`src/rtl/spi_eng_pkg.sv`:
```
package spi_eng_pkg;

  typedef enum logic [1:0] {
    OP_RD   = 2'b00,
    OP_WR   = 2'b01,
    OP_HCMD = 2'b10,
    OP_RSVD = 2'b11
  } op_e;

  typedef enum logic [1:0] {
    ST_IDLE,
    ST_LOAD,
    ST_SHIFT,
    ST_GAP
  } st_e;

  localparam logic [7:0] WR_FLAG = 8'h80;

  // number of bytes that come before the data phase
  function automatic logic [2:0] hdr_bytes(op_e op);
    return (op == OP_WR || op == OP_HCMD) ? 3'd3 : 3'd4;
  endfunction

  // header byte k of a frame (k counts from the first byte on the wire)
  function automatic logic [7:0] hdr_byte(op_e op, logic [23:0] a,
                                          logic [7:0] cmd, logic [1:0] k);
    logic [7:0] b;
    if (op == OP_HCMD) begin
      b = (k == 2'd0) ? cmd : 8'h00;
    end else begin
      case (k)
        2'd0:    b = a[23:16] | ((op == OP_WR) ? WR_FLAG : 8'h00);
        2'd1:    b = a[15:8];
        2'd2:    b = a[7:0];
        default: b = 8'h00;
      endcase
    end
    return b;
  endfunction

endpackage

```
`src/rtl/spi_bit_engine.sv`:
```
module spi_bit_engine #(
  parameter int DIV_W = 8
) (
  input  logic             clk,
  input  logic             rst_n,
  input  logic             start,
  input  logic [7:0]       tx_byte,
  input  logic [DIV_W-1:0] div,
  input  logic             miso,
  output logic             sck,
  output logic             mosi,
  output logic             done,
  output logic [7:0]       rx_byte
);
  logic [DIV_W-1:0] tmr;
  logic [3:0]       ph;
  logic [7:0]       txs;
  logic [7:0]       rxs;
  logic             act;
  logic             edge_now;

  assign edge_now = act && (tmr == div);
  assign mosi     = txs[7];
  assign rx_byte  = rxs;

  always_ff @(posedge clk or negedge rst_n) begin
    if (!rst_n) begin
      tmr  <= '0;
      ph   <= '0;
      txs  <= '0;
      rxs  <= '0;
      act  <= 1'b0;
      sck  <= 1'b0;
      done <= 1'b0;
    end else begin
      done <= 1'b0;
      if (start && !act) begin
        act <= 1'b1;
        txs <= tx_byte;
        tmr <= '0;
        ph  <= '0;
        sck <= 1'b0;
      end else if (act) begin
        if (edge_now) begin
          tmr <= '0;
          ph  <= ph + 4'd1;
          if (!ph[0]) begin
            sck <= 1'b1;
            rxs <= {rxs[6:0], miso};
          end else begin
            sck <= 1'b0;
            txs <= {txs[6:0], 1'b0};
            if (ph == 4'd15) begin
              act  <= 1'b0;
              done <= 1'b1;
            end
          end
        end else begin
          tmr <= tmr + 1'b1;
        end
      end
    end
  end
endmodule

```
`src/rtl/spi_frame_seq.sv`:
```
module spi_frame_seq
  import spi_eng_pkg::*;
#(
  parameter int ADDR_W = 22,
  parameter int LEN_W  = 8,
  parameter int DIV_W  = 8,
  parameter int DATA_W = 32
) (
  input  logic              clk,
  input  logic              rst_n,
  input  logic [DIV_W-1:0]  clk_div,
  input  logic              req_valid,
  output logic              req_ready,
  input  logic [1:0]        req_op,
  input  logic [ADDR_W-1:0] req_addr,
  input  logic [LEN_W-1:0]  req_len,
  input  logic              req_burst,
  input  logic [DATA_W-1:0] req_wdata,
  output logic [DATA_W-1:0] rd_data,
  output logic              done,
  input  logic              tx_valid,
  output logic              tx_ready,
  input  logic [7:0]        tx_data,
  output logic              rx_valid,
  output logic [7:0]        rx_data,
  output logic              byte_start,
  output logic [7:0]        byte_tx,
  input  logic              byte_done,
  input  logic [7:0]        rx_byte,
  output logic              cs_n
);
  localparam int NB     = DATA_W / 8;
  localparam int LANE_W = (NB > 1) ? $clog2(NB) : 1;
  localparam int IDX_W  = LEN_W + 2;
  localparam int GAP_W  = DIV_W + 1;

  st_e               st;
  op_e               op_q;
  op_e               in_op;
  logic [23:0]       addr_q;
  logic              burst_q;
  logic [DATA_W-1:0] wdata_q;
  logic [IDX_W-1:0]  idx;
  logic [IDX_W-1:0]  total_q;
  logic [IDX_W-1:0]  didx;
  logic [2:0]        hdr_q;
  logic [GAP_W-1:0]  gap_cnt;
  logic [GAP_W-1:0]  gap_lim;
  logic              in_data;
  logic              is_rd;
  logic              need_stream;
  logic              last;

  function automatic logic [7:0] pick_lane(logic [DATA_W-1:0] w, logic [LANE_W-1:0] i);
    return w[8*i +: 8];
  endfunction

  assign in_op       = op_e'(req_op);
  assign in_data     = idx >= IDX_W'(hdr_q);
  assign didx        = idx - IDX_W'(hdr_q);
  assign is_rd       = (op_q == OP_RD) || (op_q == OP_RSVD);
  assign need_stream = burst_q && (op_q == OP_WR) && in_data;
  assign last        = (idx == total_q - 1'b1);
  assign gap_lim     = {clk_div, 1'b1};

  assign req_ready  = (st == ST_IDLE);
  assign cs_n       = (st == ST_IDLE) || (st == ST_GAP);
  assign tx_ready   = (st == ST_LOAD) && need_stream;
  assign byte_start = (st == ST_LOAD) && (!need_stream || tx_valid);

  always_comb begin
    if (!in_data)
      byte_tx = hdr_byte(op_q, addr_q, wdata_q[7:0], idx[1:0]);
    else if (op_q == OP_WR)
      byte_tx = need_stream ? tx_data : pick_lane(wdata_q, didx[LANE_W-1:0]);
    else
      byte_tx = 8'h00;
  end

  always_ff @(posedge clk or negedge rst_n) begin
    if (!rst_n) begin
      st       <= ST_IDLE;
      op_q     <= OP_RD;
      addr_q   <= '0;
      burst_q  <= 1'b0;
      wdata_q  <= '0;
      idx      <= '0;
      total_q  <= '0;
      hdr_q    <= '0;
      gap_cnt  <= '0;
      rd_data  <= '0;
      done     <= 1'b0;
      rx_valid <= 1'b0;
      rx_data  <= '0;
    end else begin
      done     <= 1'b0;
      rx_valid <= 1'b0;
      unique case (st)
        ST_IDLE: if (req_valid) begin
          op_q    <= in_op;
          addr_q  <= 24'(req_addr);
          burst_q <= req_burst;
          wdata_q <= req_wdata;
          hdr_q   <= hdr_bytes(in_op);
          total_q <= (in_op == OP_HCMD) ? IDX_W'(3)
                   : IDX_W'(hdr_bytes(in_op)) + IDX_W'(req_len);
          idx     <= '0;
          rd_data <= '0;
          st      <= ST_LOAD;
        end
        ST_LOAD: if (byte_start) st <= ST_SHIFT;
        ST_SHIFT: if (byte_done) begin
          if (in_data && is_rd) begin
            if (burst_q) begin
              rx_valid <= 1'b1;
              rx_data  <= rx_byte;
            end else begin
              for (int b = 0; b < NB; b++)
                if (didx == IDX_W'(b)) rd_data[8*b +: 8] <= rx_byte;
            end
          end
          if (last) begin
            done    <= 1'b1;
            gap_cnt <= '0;
            st      <= ST_GAP;
          end else begin
            idx <= idx + 1'b1;
            st  <= ST_LOAD;
          end
        end
        ST_GAP: begin
          if (gap_cnt == gap_lim) st <= ST_IDLE;
          else gap_cnt <= gap_cnt + 1'b1;
        end
        default: st <= ST_IDLE;
      endcase
    end
  end
endmodule

```
`src/rtl/spi_mem_engine.sv`:
```
module spi_mem_engine #(
  parameter int ADDR_W = 22,
  parameter int LEN_W  = 8,
  parameter int DIV_W  = 8,
  parameter int DATA_W = 32
) (
  input  logic              clk,
  input  logic              rst_n,
  input  logic [DIV_W-1:0]  clk_div,
  input  logic              req_valid,
  output logic              req_ready,
  input  logic [1:0]        req_op,
  input  logic [ADDR_W-1:0] req_addr,
  input  logic [LEN_W-1:0]  req_len,
  input  logic              req_burst,
  input  logic [DATA_W-1:0] req_wdata,
  output logic [DATA_W-1:0] rd_data,
  output logic              done,
  input  logic              tx_valid,
  output logic              tx_ready,
  input  logic [7:0]        tx_data,
  output logic              rx_valid,
  output logic [7:0]        rx_data,
  output logic              spi_sck,
  output logic              spi_mosi,
  input  logic              spi_miso,
  output logic              spi_cs_n
);
  // internal events, named for the checker
  logic       byte_start;
  logic       byte_done;
  logic [7:0] byte_tx;
  logic [7:0] rx_byte;

  spi_frame_seq #(
    .ADDR_W(ADDR_W), .LEN_W(LEN_W), .DIV_W(DIV_W), .DATA_W(DATA_W)
  ) u_seq (
    .clk        (clk),
    .rst_n      (rst_n),
    .clk_div    (clk_div),
    .req_valid  (req_valid),
    .req_ready  (req_ready),
    .req_op     (req_op),
    .req_addr   (req_addr),
    .req_len    (req_len),
    .req_burst  (req_burst),
    .req_wdata  (req_wdata),
    .rd_data    (rd_data),
    .done       (done),
    .tx_valid   (tx_valid),
    .tx_ready   (tx_ready),
    .tx_data    (tx_data),
    .rx_valid   (rx_valid),
    .rx_data    (rx_data),
    .byte_start (byte_start),
    .byte_tx    (byte_tx),
    .byte_done  (byte_done),
    .rx_byte    (rx_byte),
    .cs_n       (spi_cs_n)
  );

  spi_bit_engine #(.DIV_W(DIV_W)) u_bits (
    .clk     (clk),
    .rst_n   (rst_n),
    .start   (byte_start),
    .tx_byte (byte_tx),
    .div     (clk_div),
    .miso    (spi_miso),
    .sck     (spi_sck),
    .mosi    (spi_mosi),
    .done    (byte_done),
    .rx_byte (rx_byte)
  );
endmodule

```
`config.mk`:
```
export PLATFORM = sky130hd
export DESIGN_NAME = spi_mem_engine
export DESIGN_NICKNAME = d
export VERILOG_FILES = /design/src/rtl/spi_eng_pkg.sv /design/src/rtl/spi_bit_engine.sv /design/src/rtl/spi_frame_seq.sv /design/src/rtl/spi_mem_engine.sv
export SDC_FILE = /design/constraint.sdc
export NUM_CORES = 1
export LEC_CHECK = 0
export BUFFER_PORTS_ARGS = -buffer_cell sky130_fd_sc_hd__buf_2
export CAP_MARGIN = 20
export CELL_PAD_IN_SITES_DETAIL_PLACEMENT = 0
export CELL_PAD_IN_SITES_GLOBAL_PLACEMENT = 1
export CORE_ASPECT_RATIO = 0.8
export CORE_MARGIN = 1.5
export CORE_UTILIZATION = 30
export CTS_CLUSTER_SIZE = 24
export DETAILED_ROUTE_END_ITERATION = 10
export GPL_TIMING_DRIVEN = 0
export PLACE_DENSITY = 0.54
export SLEW_MARGIN = 20
export SYNTH_ARGS = -nofsm -noshare
export SYNTH_HDL_FRONTEND = slang
export SYNTH_SLANG_ARGS = --single-unit
```
`constraint.sdc`:
```
create_clock -name clk -period 3.2 [get_ports clk]
set_input_delay 0.16 -clock clk [delete_from_list [all_inputs] [get_ports clk]]
set_output_delay 0.16 -clock clk [all_outputs]
set_load 0.01 [all_outputs]
```
==> impl_metrics.env <==
export IMPL_cts_root_buffer="clkbuf_16"
export IMPL_pre_cts_ws_ps=-521
export IMPL_min_from="req_op[0]"
export IMPL_wl_met3_um=871
export IMPL_grt_overflow=0
export IMPL_portBuffers=132
export IMPL_htreeDepth=4
export IMPL_clk_pin_slew_ps=70
export IMPL_worstPathArrival_ps=3370
export IMPL_cts_tree="built"
export IMPL_critPathKind="reg2reg"
export IMPL_skew_ps=16.7
export IMPL_fmax_ghz=0.328
export IMPL_regToRegStartpoint="u_seq.total_q[0]$_DFFE_PN0P_"
export IMPL_maxSlewHeadroom_pct=45.9
export IMPL_fin_crit_ps=3050
export IMPL_ys_seq_area_share_pct=45.8
export IMPL_initial_core_util_pct=30.8
export IMPL_place_inst=1340
export IMPL_top_layer="met4"
export IMPL_dr_pass1_iters=5
export IMPL_antenna_left=0
export IMPL_tightest_slew_ps=811
export IMPL_ys_types=73
export IMPL_start_kind="flop"
export IMPL_diodes=0
export IMPL_grt_pass1_wl_mm=41.1
export IMPL_cts_sinks=161
export IMPL_leakagePower_nw=5.10
export IMPL_areaGrowthSynthToFinish_pct=27.6
export IMPL_reg2reg_to="u_seq.gap_cnt[4]$_DFFE_PN0P_"
export IMPL_syn_avg_cell_area_um2=10.5
export IMPL_crit_required_ps=3520
export IMPL_tns_ps=0
export IMPL_wl_per_cell_um=17.9
export IMPL_synthCells=837
export IMPL_final_nets=1168
export IMPL_reg2reg_depth=11
export IMPL_chipHeight_um=156
export IMPL_dieArea_um2=30400
export IMPL_place_congestion=0.757
export IMPL_routed_wl_mm=25.7
export IMPL_antenna_found_initial=0
export IMPL_row_count=55
export IMPL_cp_max_fo=10
export IMPL_synth_seq_cells=161
export IMPL_ys_warn_count=0
export IMPL_fin_crit_sh_pct=95.3
export IMPL_status="finished clean"
export IMPL_dpl_hpwl_mm=18.7
export IMPL_async_flop_share_pct=100
export IMPL_syn_area_um2=8800
export IMPL_maxCapViolations=0
export IMPL_vias_per_cell=4.92
export IMPL_drc_errors=0
export IMPL_hold_path_cell_count=3
export IMPL_fin_util_pct=39.3
export IMPL_synth_nets=947
export IMPL_instances_no_fill=1439
export IMPL_die_x_um=194
export IMPL_grt_max_degree=82
export IMPL_setup_viol=0
export IMPL_pwr_density_cell_nw_per_um2=851
export IMPL_clk_latency_ps=440
export IMPL_m1WireLength_mm=13.6
export IMPL_critPathCaptureType="flop"
export IMPL_grt_pass1_vias=7177
export IMPL_synth_edf_count=0
export IMPL_clk_path_buf_depth=2
export IMPL_grt_use_total_pct=17.6
export IMPL_maxSlewViolCount=0
export IMPL_startpoint="u_seq.total_q[0]$_DFFE_PN0P_"
export IMPL_num_vias=7076
export IMPL_synthFlopType="dfrtp_1"
export IMPL_setup_slack_ps=151
export IMPL_hold_class="in2reg"
export IMPL_placeableCoreArea_um2=28600
export IMPL_wl_met2_mm=10.9
export IMPL_reg2reg_slack_ps=150
export IMPL_peakVddDrop_v=0.000429
export IMPL_numCtsBuffers=17
export IMPL_ios=133
export IMPL_drive_gt1_share_pct=27.8
export IMPL_finalHoldViolations=0
export IMPL_whs_endpoint="u_seq.op_q[0]$_DFFE_PN0P_"
export IMPL_drt_iter0_markers=338
[cell usage in the layout (no fill, tap or decap), types with 15 or more instances in the layout]
cell type	n
clkbuf_1	26
nand2_1	107
mux2i_1	17
nor2b_1	18
buf_4	15
nor3_1	22
dfrtp_1	160
nand3_1	23
buf_2	138
dlygate4sd3_1	58
mux2_2	70
o21ai_0	22
a21oi_1	15
clkbuf_16	17
inv_1	23
nor2_1	71
a221o_1	32
xnor2_1	32
ha_1	22
[repair_timing]
item / 4_1_cts / 5_1_grt
gates resized for setup: 3 / 10
hold endpoints to repair: 137 / 0
setup endpoints to repair: 40 / 59
setup buffers: 4 / 7
pin swaps: 3 / 5
hold buffers: 58 / 0
[through the flow]
stage,hold slack [ps],cell area (µm²),total power [mW]
floorplan,-136,8800,6.24
global placement,393,9920,7.48
detailed placement,215,9960,7.52
CTS,4.77,11100,9.59
global route,26.6,11200,10.2
finish,20.2,11200,9.55
[how the worst max path moves through the flow]
stage	slack, ps	to
global route	-20	u_seq.gap_cnt[4]$_DFFE_PN0P_
global placement	-940	u_seq.rx_data[4]$_DFFE_PN0P_
CTS	-10	u_seq.rd_data[13]$_DFFE_PN0P_
floorplan	300	u_seq.rd_data[30]$_DFFE_PN0P_
detailed placement	-520	u_seq.rd_data[21]$_DFFE_PN0P_
finish	150	u_seq.gap_cnt[4]$_DFFE_PN0P_
[flip-flops by register name (all words and copies together), names as in the netlist, 9 cells and up]
register and count:
u_seq.addr_q 22, u_seq.gap_cnt 9, u_seq.idx 10, u_seq.rd_data 32, u_seq.total_q 9, u_seq.wdata_q 32
[report_power, final]
group	internal [mW]	switching, mW
clock	1.02	0.938
combinational	1.96	2.31
sequential	2.74	0.578
total	5.72	3.83
[metal layers]
| layer | vias up | GRT usage, % |
|---|---|---|
| li1 | 3475 | - |
| met1 | 3444 | 26.0 |
| met2 | 137 | 26.0 |
| met3 | 20 | 3.16 |
| met4 | 0 | 4.84 |
| met5 | - | 0 |
[kinds of logic after synthesis]
kind of cell / count (synthesis) / synth area share [%]
AND/OR/NAND/NOR: 300 / 16.1
flip-flops: 161 / 45.8
AO/OA/AOI/OAI: 148 / 13.9
multiplexers: 96 / 13.1
buffers and inverters: 67 / 3.44
XOR/XNOR: 41 / 4.08
adder cells (fa/ha/maj): 24 / 3.58
[critical path, stage by stage, from the launching register on]
cell	delay [ps]
dfrtp_1	400
inv_1	90
ha_1	190
or3b_1	340
buf_2	160
xnor2_1	210
nand4_1	240
a2111oi_4	380
buf_4	200
nand3_4	140
a21oi_1	230
mux2_2	350
[area by class of cell]
class	instances	area (µm²)
Clock inverter	12	101
Clock buffer	18	439
Fill cell	2847	17300
Timing Repair Buffer	202	1360
Sequential cell	161	4030
Multi-Input combinational cell	609	4520
Tap cell	370	463
Buffer	43	216
Inverter	24	90.1
[cell usage after synthesis, types with 7 or more instances]
cell	count	area, µm²
mux2i_1	18	180
clkbuf_1	27	101
a21oi_1	16	80.1
a31oi_1	13	81.3
and2_1	10	62.6
a221o_1	32	320
dfrtp_1	161	4030
xnor2_1	32	280
nor2b_1	18	113
nand2_1	108	405
buf_2	7	35.0
nor3_1	22	110
xor2_1	9	78.8
o31ai_1	8	60.1
nand3_1	24	120
o21ai_0	22	110
ha_1	22	275
a222oi_1	7	70.1
o22ai_1	9	56.3
nand4_1	12	75.1
mux4_2	8	180
mux2_2	70	788
nor2_1	72	270
inv_1	23	86.3
(Power assumes the default switching activity.)
